[src/rtl/mc_priv_decoder.sv]
module mc_priv_decoder #(
  parameter int NCORES = 1
) (
  input  logic                 clk,
  input  logic                 rst_n,
  input  logic                 req_valid,
  input  logic                 req_write,
  input  logic [12:0]          req_addr,
  input  logic [31:0]          req_wdata,
  input  logic [1:0]           req_core,
  output logic                 resp_valid,
  output logic [31:0]          resp_rdata,
  output logic                 guest_err,
  output logic [NCORES-1:0]    cpuif_sel,
  output logic [NCORES-1:0]    timer_sel,
  output logic [NCORES-1:0]    wdog_sel,
  output logic                 dist_sel,
  output logic [11:0]          sub_offset,
  input  logic [NCORES-1:0]    timer_irq,
  input  logic [NCORES-1:0]    wdog_irq,
  output logic [32*NCORES-1:0] ppi_out
);
  localparam logic [2:0]  NC3    = 3'(NCORES);
  localparam logic [31:0] CFG_WD = (((32'd1 << NCORES) - 32'd1) << 4) | 32'(NCORES - 1);

  logic       ctrl_q;
  logic [3:0] blk;
  logic       is_scu, is_dist, is_cpu, is_tw;
  logic [2:0] j, idx;
  logic       idx_ok, hit_cpu, hit_tmr, hit_wd, dec_err, local_acc;
  logic [31:0] scu_rd;
  logic       scu_bad;

  assign blk     = req_addr[11:8];
  assign is_dist = req_addr[12];
  assign is_scu  = !req_addr[12] && blk == 4'd0;
  assign is_cpu  = !req_addr[12] && blk >= 4'd1 && blk <= 4'd5;
  assign is_tw   = !req_addr[12] && blk >= 4'd6 && blk <= 4'd10;

  always_comb begin
    logic [3:0] jj;
    jj  = is_cpu ? blk - 4'd1 : blk - 4'd6;
    j   = jj[2:0];
    idx = (j == 3'd0) ? {1'b0, req_core} : j - 3'd1;
  end

  assign idx_ok    = idx < NC3;
  assign hit_cpu   = req_valid && is_cpu && idx_ok;
  assign hit_tmr   = req_valid && is_tw && idx_ok && req_addr[7:5] == 3'd0;
  assign hit_wd    = req_valid && is_tw && idx_ok && req_addr[7:5] == 3'd1;
  assign dist_sel  = req_valid && is_dist;
  assign dec_err   = req_valid && !is_scu && !is_dist && !(hit_cpu || hit_tmr || hit_wd);
  assign local_acc = (req_valid && is_scu) || dec_err;

  generate
    for (genvar k = 0; k < NCORES; k++) begin : g_core
      assign cpuif_sel[k] = hit_cpu && idx == 3'(k);
      assign timer_sel[k] = hit_tmr && idx == 3'(k);
      assign wdog_sel[k]  = hit_wd  && idx == 3'(k);
      always_comb begin
        ppi_out[32*k +: 32]     = '0;
        ppi_out[32*k + 29]      = timer_irq[k];
        ppi_out[32*k + 30]      = wdog_irq[k];
      end
      always_comb begin
        if (rst_n) assert_ppi_quiet_R10: assert ((ppi_out[32*k +: 32] & ~32'h6000_0000) == 32'd0);
      end
    end
  endgenerate

  always_comb begin
    if (is_dist)     sub_offset = req_addr[11:0];
    else if (is_tw)  sub_offset = {7'd0, req_addr[4:0]};
    else             sub_offset = {4'd0, req_addr[7:0]};
  end

  always_comb begin
    scu_rd  = 32'd0;
    scu_bad = 1'b0;
    case (req_addr[7:0])
      8'h00:   scu_rd = {31'd0, ctrl_q};
      8'h04: begin scu_rd = CFG_WD; scu_bad = req_write; end
      8'h08:   scu_bad = req_write;
      8'h0C:   scu_bad = 1'b0;
      default: scu_bad = 1'b1;
    endcase
  end

  always_ff @(posedge clk) begin
    if (!rst_n) begin
      ctrl_q     <= 1'b0;
      resp_valid <= 1'b0;
      resp_rdata <= 32'd0;
      guest_err  <= 1'b0;
    end else begin
      resp_valid <= local_acc;
      resp_rdata <= (local_acc && is_scu && !req_write) ? scu_rd : 32'd0;
      guest_err  <= dec_err || (req_valid && is_scu && scu_bad);
      if (req_valid && req_write && is_scu && req_addr[7:0] == 8'h00)
        ctrl_q <= req_wdata[0];
    end
  end

  assert_sel_onehot_R11: assert property (@(posedge clk) disable iff (!rst_n)
    $onehot0({cpuif_sel, timer_sel, wdog_sel, dist_sel}));
  assert_sel_needs_req_R11: assert property (@(posedge clk) disable iff (!rst_n)
    !req_valid |-> ({cpuif_sel, timer_sel, wdog_sel, dist_sel} == '0));
  assert_resp_after_req_R5: assert property (@(posedge clk) disable iff (!rst_n)
    $rose(resp_valid) |-> $past(req_valid));
  assert_err_with_resp_R4: assert property (@(posedge clk) disable iff (!rst_n)
    guest_err |-> resp_valid);
  assert_ctrl_only_on_write_R1: assert property (@(posedge clk) disable iff (!rst_n)
    !(req_valid && req_write) |=> $stable(ctrl_q));
  assert_err_no_data_R9: assert property (@(posedge clk) disable iff (!rst_n)
    dec_err |=> resp_rdata == 32'd0);
endmodule

[config.mk]
export PLATFORM = sky130hd
export DESIGN_NAME = mc_priv_decoder
export DESIGN_NICKNAME = d
export VERILOG_FILES = /design/src/rtl/mc_priv_decoder.sv
export SDC_FILE = /design/constraint.sdc
export NUM_CORES = 1
export LEC_CHECK = 0
export ABC_CLOCK_PERIOD_IN_PS = 1900
export BUFFER_PORTS_ARGS = -buffer_cell sky130_fd_sc_hd__buf_2
export CORE_ASPECT_RATIO = 0.5
export CORE_MARGIN = 3
export CORE_UTILIZATION = 30
export CTS_CLUSTER_SIZE = 30
export DETAILED_ROUTE_END_ITERATION = 7
export MAX_ROUTING_LAYER = met4
export PLACE_DENSITY = 0.86
export SYNTH_ARGS = -nofsm -noshare
export SYNTH_HDL_FRONTEND = slang
export SYNTH_SLANG_ARGS = --single-unit
[constraint.sdc]
create_clock -name clk -period 1.9 [get_ports clk]
set_input_delay 0.095 -clock clk [delete_from_list [all_inputs] [get_ports clk]]
set_output_delay 0.095 -clock clk [all_outputs]
set_load 0.01 [all_outputs]
==> run metrics, run 1 <==
Crit Path Class=primary input to primary output; initial antenna violation count=0; Yosys reg bits=5; fmax=0.465 GHz; Post-synth EDFFs=0; Sequential Power Share=17.5%; Final min period=2.15 ns; CTS Hold Buffers Added=0; Pwr Density=445 nW/um^2; hold path depth=2; synth cell count leaders=67 x buf_4, 8 x nor2_1, 7 x nand2_1, 6 x ha_1; CP cell instances=buf_8, clkinvlp_4, ha_4, xnor2_4, o21a_4, nand2_4, o21ai_4, ha_4, nand2_2, o221ai_2, o211ai_2, nor3_2, buf_2; P_leak=0.000750 uW; Vias per Instance=4.08; CP startpoint kind=primary input; hold violation total from the final report=0; Comb power frac=49.6%; CP Max Fanout=4; fin. max-slew vios=0; largest buffer count on any clock path=2; Synth area leaders=buf_4 45%, dfxtp_1 9.0%, ha_1 6.8%, and2_1 2.8%, nor2_1 2.7%; most used cell, CP=ha_4; CP max stage cell=ha_4; Worst Path Required=1.80 ns; Final setup viols=5; Vias=1000; Hold Crit Class=primary input to flip-flop; Worst Path Buf+Inv=3; top-area cell type share of the netlist area=45.3%; setup TNS=-0.843 ns; NumNets Final=257; row count=14; clock share of power=33.0%; H-tree depth=1; layout cells sized above 1=39.6%; sequential area share after synthesis=9.01%; Post-Syn Area=1110 sq um; Peak VDD IR=0.000170 V; CP Capture Type=primary output; Die ar.=4510 sq um; failing checks=setup timing; Root Driver=clkbuf_8; Post-synth top flop=dfxtp_1; Pint=373 uW; Post-Syn Instances=147; DR iter-0 viols=70; I/O Buffers=39; Crit path max-delay family=compound AO/OA/AOI/OAI gates; clock skew=0.000309 ns; Sinks on Clock Net=5; Placed Area=1260 sq um; Die H=49.0 um; fill count=313; peak per-stage delay on the critical path=0.28 ns; core area=3260 sq um; total CTS buffers=3; vias in the first global route=985; register area=100 sq um; global-route wire length before repair=4550 um; Net Sw Frac=39.6%; hold_ws=0.0823 ns; area of the multi-input gates=835 sq um; Initial Utilization=34.1%; MaxCap Viol Count=0; wire length per cell=11.7 um; area leader, netlist=buf_4; final worst setup slack=-0.251 ns; post-route cell area=1390 sq um; outcome=finished, violations left; Worst-path clk slew=0.04 ns; Sw Pwr=245 uW; IO Count=135; later-pin clock latency in the skew report=0.23 ns; n_diodes=0; RSZ-0062 raised after global routing=yes; Final period util=113%; Worst R2R Path Depth=2; Tot GR Track Use=12.9%; async set-reset flop share out of synthesis=0%; CP Depth=13; Die Wd=92.1 um; GR Overflow Total=0; 1st-pass router iterations=4; Avg Cell Area, Syn=7.56 sq um; CTS tree=built; critical path arrival=2.06 ns; largest net degree at the start of global routing=7; Routed WL=2870 um; HPWL after DPL=2260 um; antenna viol nets, final=0; gpl congestion=0.835; Synth Warn #=0; most frequent cell after synthesis=buf_4; post-synthesis cell type count=36; DR DRC count=0; Synth-to-Final Area Change=25.1%
## timing repair
| item | in CTS | in global routing |
|---|---|---|
| cloned | 0 | 0 |
| endpoints found under the setup margin | 4 | 5 |
| gates resized for setup | 11 | 4 |
| endpoints found under the hold margin | 0 | 0 |
| pin swaps | 2 | 4 |
| setup buffers | 1 | 2 |
## worst register-to-register path, cell delays in order (launching register included)
cell and delay [ns]:
dfxtp_1 0.31, nand2_1 0.05, mux2i_1 0.12
## power groups by stage
stage	sequential (uW)	clock (uW)	combinational, uW
2_1_floorplan	110	0	269
3_3_place_gp	109	0	255
3_5_place_dp	110	0	264
4_1_cts	108	207	287
5_1_grt	108	219	333
6_report	108	204	306
## layout by cell type (no fill, tap or decap), types with 2 or more instances in the layout
cell	instances
nand3_1	3
o211a_1	2
clkbuf_8	3
xor2_1	2
conb_1	60
and2_1	5
a21oi_1	2
xnor2_4	2
buf_4	15
nor3_1	2
inv_1	4
nor2_1	8
ha_4	2
dfxtp_1	5
nor3b_1	2
nor3_2	2
o21ai_0	2
nand2_1	5
ha_1	4
buf_2	37
## sequential cells by signal, indices dropped and copies added, names as in the netlist
| name | count |
|---|---|
| resp_rdata | 2 |
| ctrl_q | 1 |
| guest_err | 1 |
| resp_valid | 1 |
## per-stage QoR
step | power [uW] | cells | util [%] | setup slack, ns
final | 618 | 245 | 42.7 | -0.251
after global routing | 660 | 245 | 42.7 | -0.347
after CTS | 601 | 244 | 41.9 | -0.259
after detailed placement | 374 | 239 | 38.8 | -0.294
after global placement | 364 | 239 | 38.8 | -0.217
after floorplan | 379 | 206 | - | -0.0994
## routing by layer
layer	wire length, um	GRT usage [%]	vias to the layer above
li1	-	-	465
met1	999	12.2	459
met2	1490	24.0	70
met3	321	4.31	6
met4	53	5.67	0
met5	0	-	-
## cells by family after synthesis
group                    count (synthesis)  synth area share, %
buffers and inverters                   73                 47.3
AND/OR/NAND/NOR                         37                 17.2
AO/OA/AOI/OAI                           20                 15.3
other                                    1                0.338
multiplexers                             1                0.901
XOR/XNOR                                 4                 3.15
flip-flops                               5                 9.01
adder cells (fa/ha/maj)                  6                 6.76
## final timing paths
path,startpoint,end,slack [ns]
worst max-delay path,req_addr[9],wdog_sel,-0.25
worst min-delay path,req_addr[3],resp_rdata[4]$_SDFF_PN0_,0.08
worst max register to register,ctrl_q$_SDFFE_PN0P_,ctrl_q$_SDFFE_PN0P_,1.35
worst min register to register,ctrl_q$_SDFFE_PN0P_,ctrl_q$_SDFFE_PN0P_,0.46
## layout make-up
class,count,share of cell area (%)
inverter,6,1.89
clock buffer,4,3.24
multi-input combinational,128,60.0
timing repair buffer,54,23.3
sequential,5,7.20
tap,48,4.32
(Power assumes the default switching activity.)
==> run 2, diff against run 1 <==
Settings changed: GPL_ROUTABILITY_DRIVEN from default to 0, RECOVER_POWER from default to 100.
==> run 2 against run 1 <==
Compared with the run above:
- largest power group unchanged
- the flow still finishes with violations (setup timing)
- critical path depth down 1
- count of clock-buffer cells in the layout stayed put
- critical endpoint unchanged
- register-to-register slack is essentially flat
- highest routed layer unchanged
- via count rose by 0.90%
==> run metrics, run 2 (same netlist as run 1, synthesis figures left out) <==
outcome=finished, violations left; failing checks=setup timing; Vias per Instance=4.12 (+0.90%); CTS tree=built; RSZ-0062 raised after global routing=yes; max reg flops=2 (unchanged); clock share of power=32.9% (about the same); reg-to-reg startpoint=ctrl_q$_SDFFE_PN0P_; layout cells sized above 1=34.0% (-5.6 points); MaxCap Viol Count=0 (unchanged); Vias=1009 (+0.90%); DR DRC count=0 (unchanged); DR iter-0 viols=65 (-7.1%); clock skew=0.000397 ns (+0.0000878 ns); I/O Buffers=39 (unchanged); H-tree depth=1 (unchanged); Sw Pwr=245 uW (+0.25%); n_diodes=0 (unchanged); Routed WL=2900 um (+1.2%); largest net degree at the start of global routing=7 (unchanged); Net Sw Frac=39.8% (+0.23 points); Worst-path clk slew=0.04 ns (about the same); Peak VDD IR=0.000169 V (-0.25%); HPWL after DPL=2260 um (unchanged); final worst setup slack=-0.248 ns (+0.00332 ns); hold violation total from the final report=0 (unchanged); Crit Path Class=primary input to primary output; vias in the first global route=985 (unchanged); hold_ws=0.0855 ns (+0.00319 ns); commonest non-fill, non-tap cell in the layout=conb_1; Worst Path Required=1.80 ns (about the same); core area=3260 sq um (unchanged); IO Count=135 (unchanged); CP Max Fanout=4 (unchanged); Sinks on Clock Net=5 (unchanged); Top reg by flops=resp_rdata; Initial Utilization=34.1% (unchanged); Final setup viols=5 (unchanged); Hold Crit Start=req_addr[3]; Sequential Power Share=17.5% (about the same); Hold Crit Class=primary input to flip-flop; fmax=0.466 GHz (+0.15%); Tot GR Track Use=12.9% (unchanged); Die Wd=92.1 um (unchanged); commonest cells after routing, fill and taps aside=60 x conb_1, 26 x buf_2, 15 x buf_4, 12 x clkbuf_1, 8 x nor2_1; pre-CTS setup slack=-0.294 ns (unchanged); Die H=49.0 um (unchanged); wire length per cell=11.8 um (+1.2%); antenna viol nets, final=0 (unchanged); largest buffer count on any clock path=2 (unchanged); later-pin clock latency in the skew report=0.23 ns (about the same); Pwr Density=448 nW/um^2 (+0.66%); 1st-pass router iterations=4 (unchanged); Synth-to-Final Area Change=23.9%; total CTS buffers=3 (unchanged); Die ar.=4510 sq um (unchanged); Worst Setup SP=req_addr[9]; CP startpoint kind=primary input; initial antenna violation count=0 (unchanged); global-route wire length before repair=4550 um (unchanged); CP Capture Type=primary output; Root Driver=clkbuf_8; Pint=371 uW (-0.72%); CTS Hold Buffers Added=0 (unchanged); fill count=321 (+2.6%); critical path arrival=2.05 ns (about the same); P_leak=0.000710 uW (-5.3%); row count=14 (unchanged); Final period util=113% (-0.18 points); Final min period=2.15 ns (-0.00333 ns); GR Overflow Total=0 (unchanged); fin. max-slew vios=0 (unchanged); Comb power frac=49.5% (about the same); NumNets Final=257 (unchanged)
## run 2: layout make-up
cell class,instances,area (sq um),share of cell area [%]
Multi-Input combinational cell,128,835,60.6
Inverter,6,26.3,1.91
Timing Repair Buffer,54,310,22.5
Sequential cell,5,100,7.27
Tap cell,48,60.1,4.36
Clock buffer,4,45.0,3.27
## run 2: worst max-delay path: stages
cell and delay [ns]:
buf_8 0.08, clkinvlp_4 0.10, ha_4 0.19, xnor2_4 0.13, o21a_4 0.24, xnor2_4 0.14
ha_4 0.28, nand2_2 0.05, o221ai_2 0.22, o211ai_2 0.18, nor3_2 0.19, buf_2 0.15
## run 2: timing repair
action,4_1_cts,5_1_grt
resized for setup,11,4
setup buffers,1,2
setup endpoints to repair,4,5
cloned,0,0
pin swaps,2,4
## run 2: worst paths after layout
check / end / slack (ns) / depth (start not counted)
min: resp_rdata[4]$_SDFF_PN0_ / 0.09 / 2
min reg2reg: ctrl_q$_SDFFE_PN0P_ / 0.46 / 2
max: wdog_sel / -0.25 / 12
max reg2reg: ctrl_q$_SDFFE_PN0P_ / 1.35 / 2
## run 2: through the flow
step	TNS [ns]	instance area, sq um	total power [uW]	utilization (%)	cells
2_1_floorplan	-0.287	1410	379	-	206
3_3_place_gp	-0.816	1260	364	38.8	239
3_5_place_dp	-1.12	1260	374	38.8	239
4_1_cts	-0.750	1370	601	41.9	244
5_1_grt	-1.22	1380	657	42.2	245
6_report	-0.825	1380	616	42.2	245
## run 2: per-layer routing
layer  global-route usage [%]  vias up  share of wire, %
met5                        -        -                 0
met4                     5.67        0               1.8
met3                     4.31        6                11
met2                     24.0       70                51
met1                     12.2      466                36
li1                         -      467                 -
## run 2: power groups by stage
| stage | registers (uW) | clock network, uW | logic, uW |
|---|---|---|---|
| 2_1_floorplan | 110 | 0 | 269 |
| 3_3_place_gp | 109 | 0 | 255 |
| 3_5_place_dp | 110 | 0 | 264 |
| 4_1_cts | 108 | 207 | 287 |
| 5_1_grt | 108 | 219 | 330 |
| 6_report | 108 | 203 | 305 |
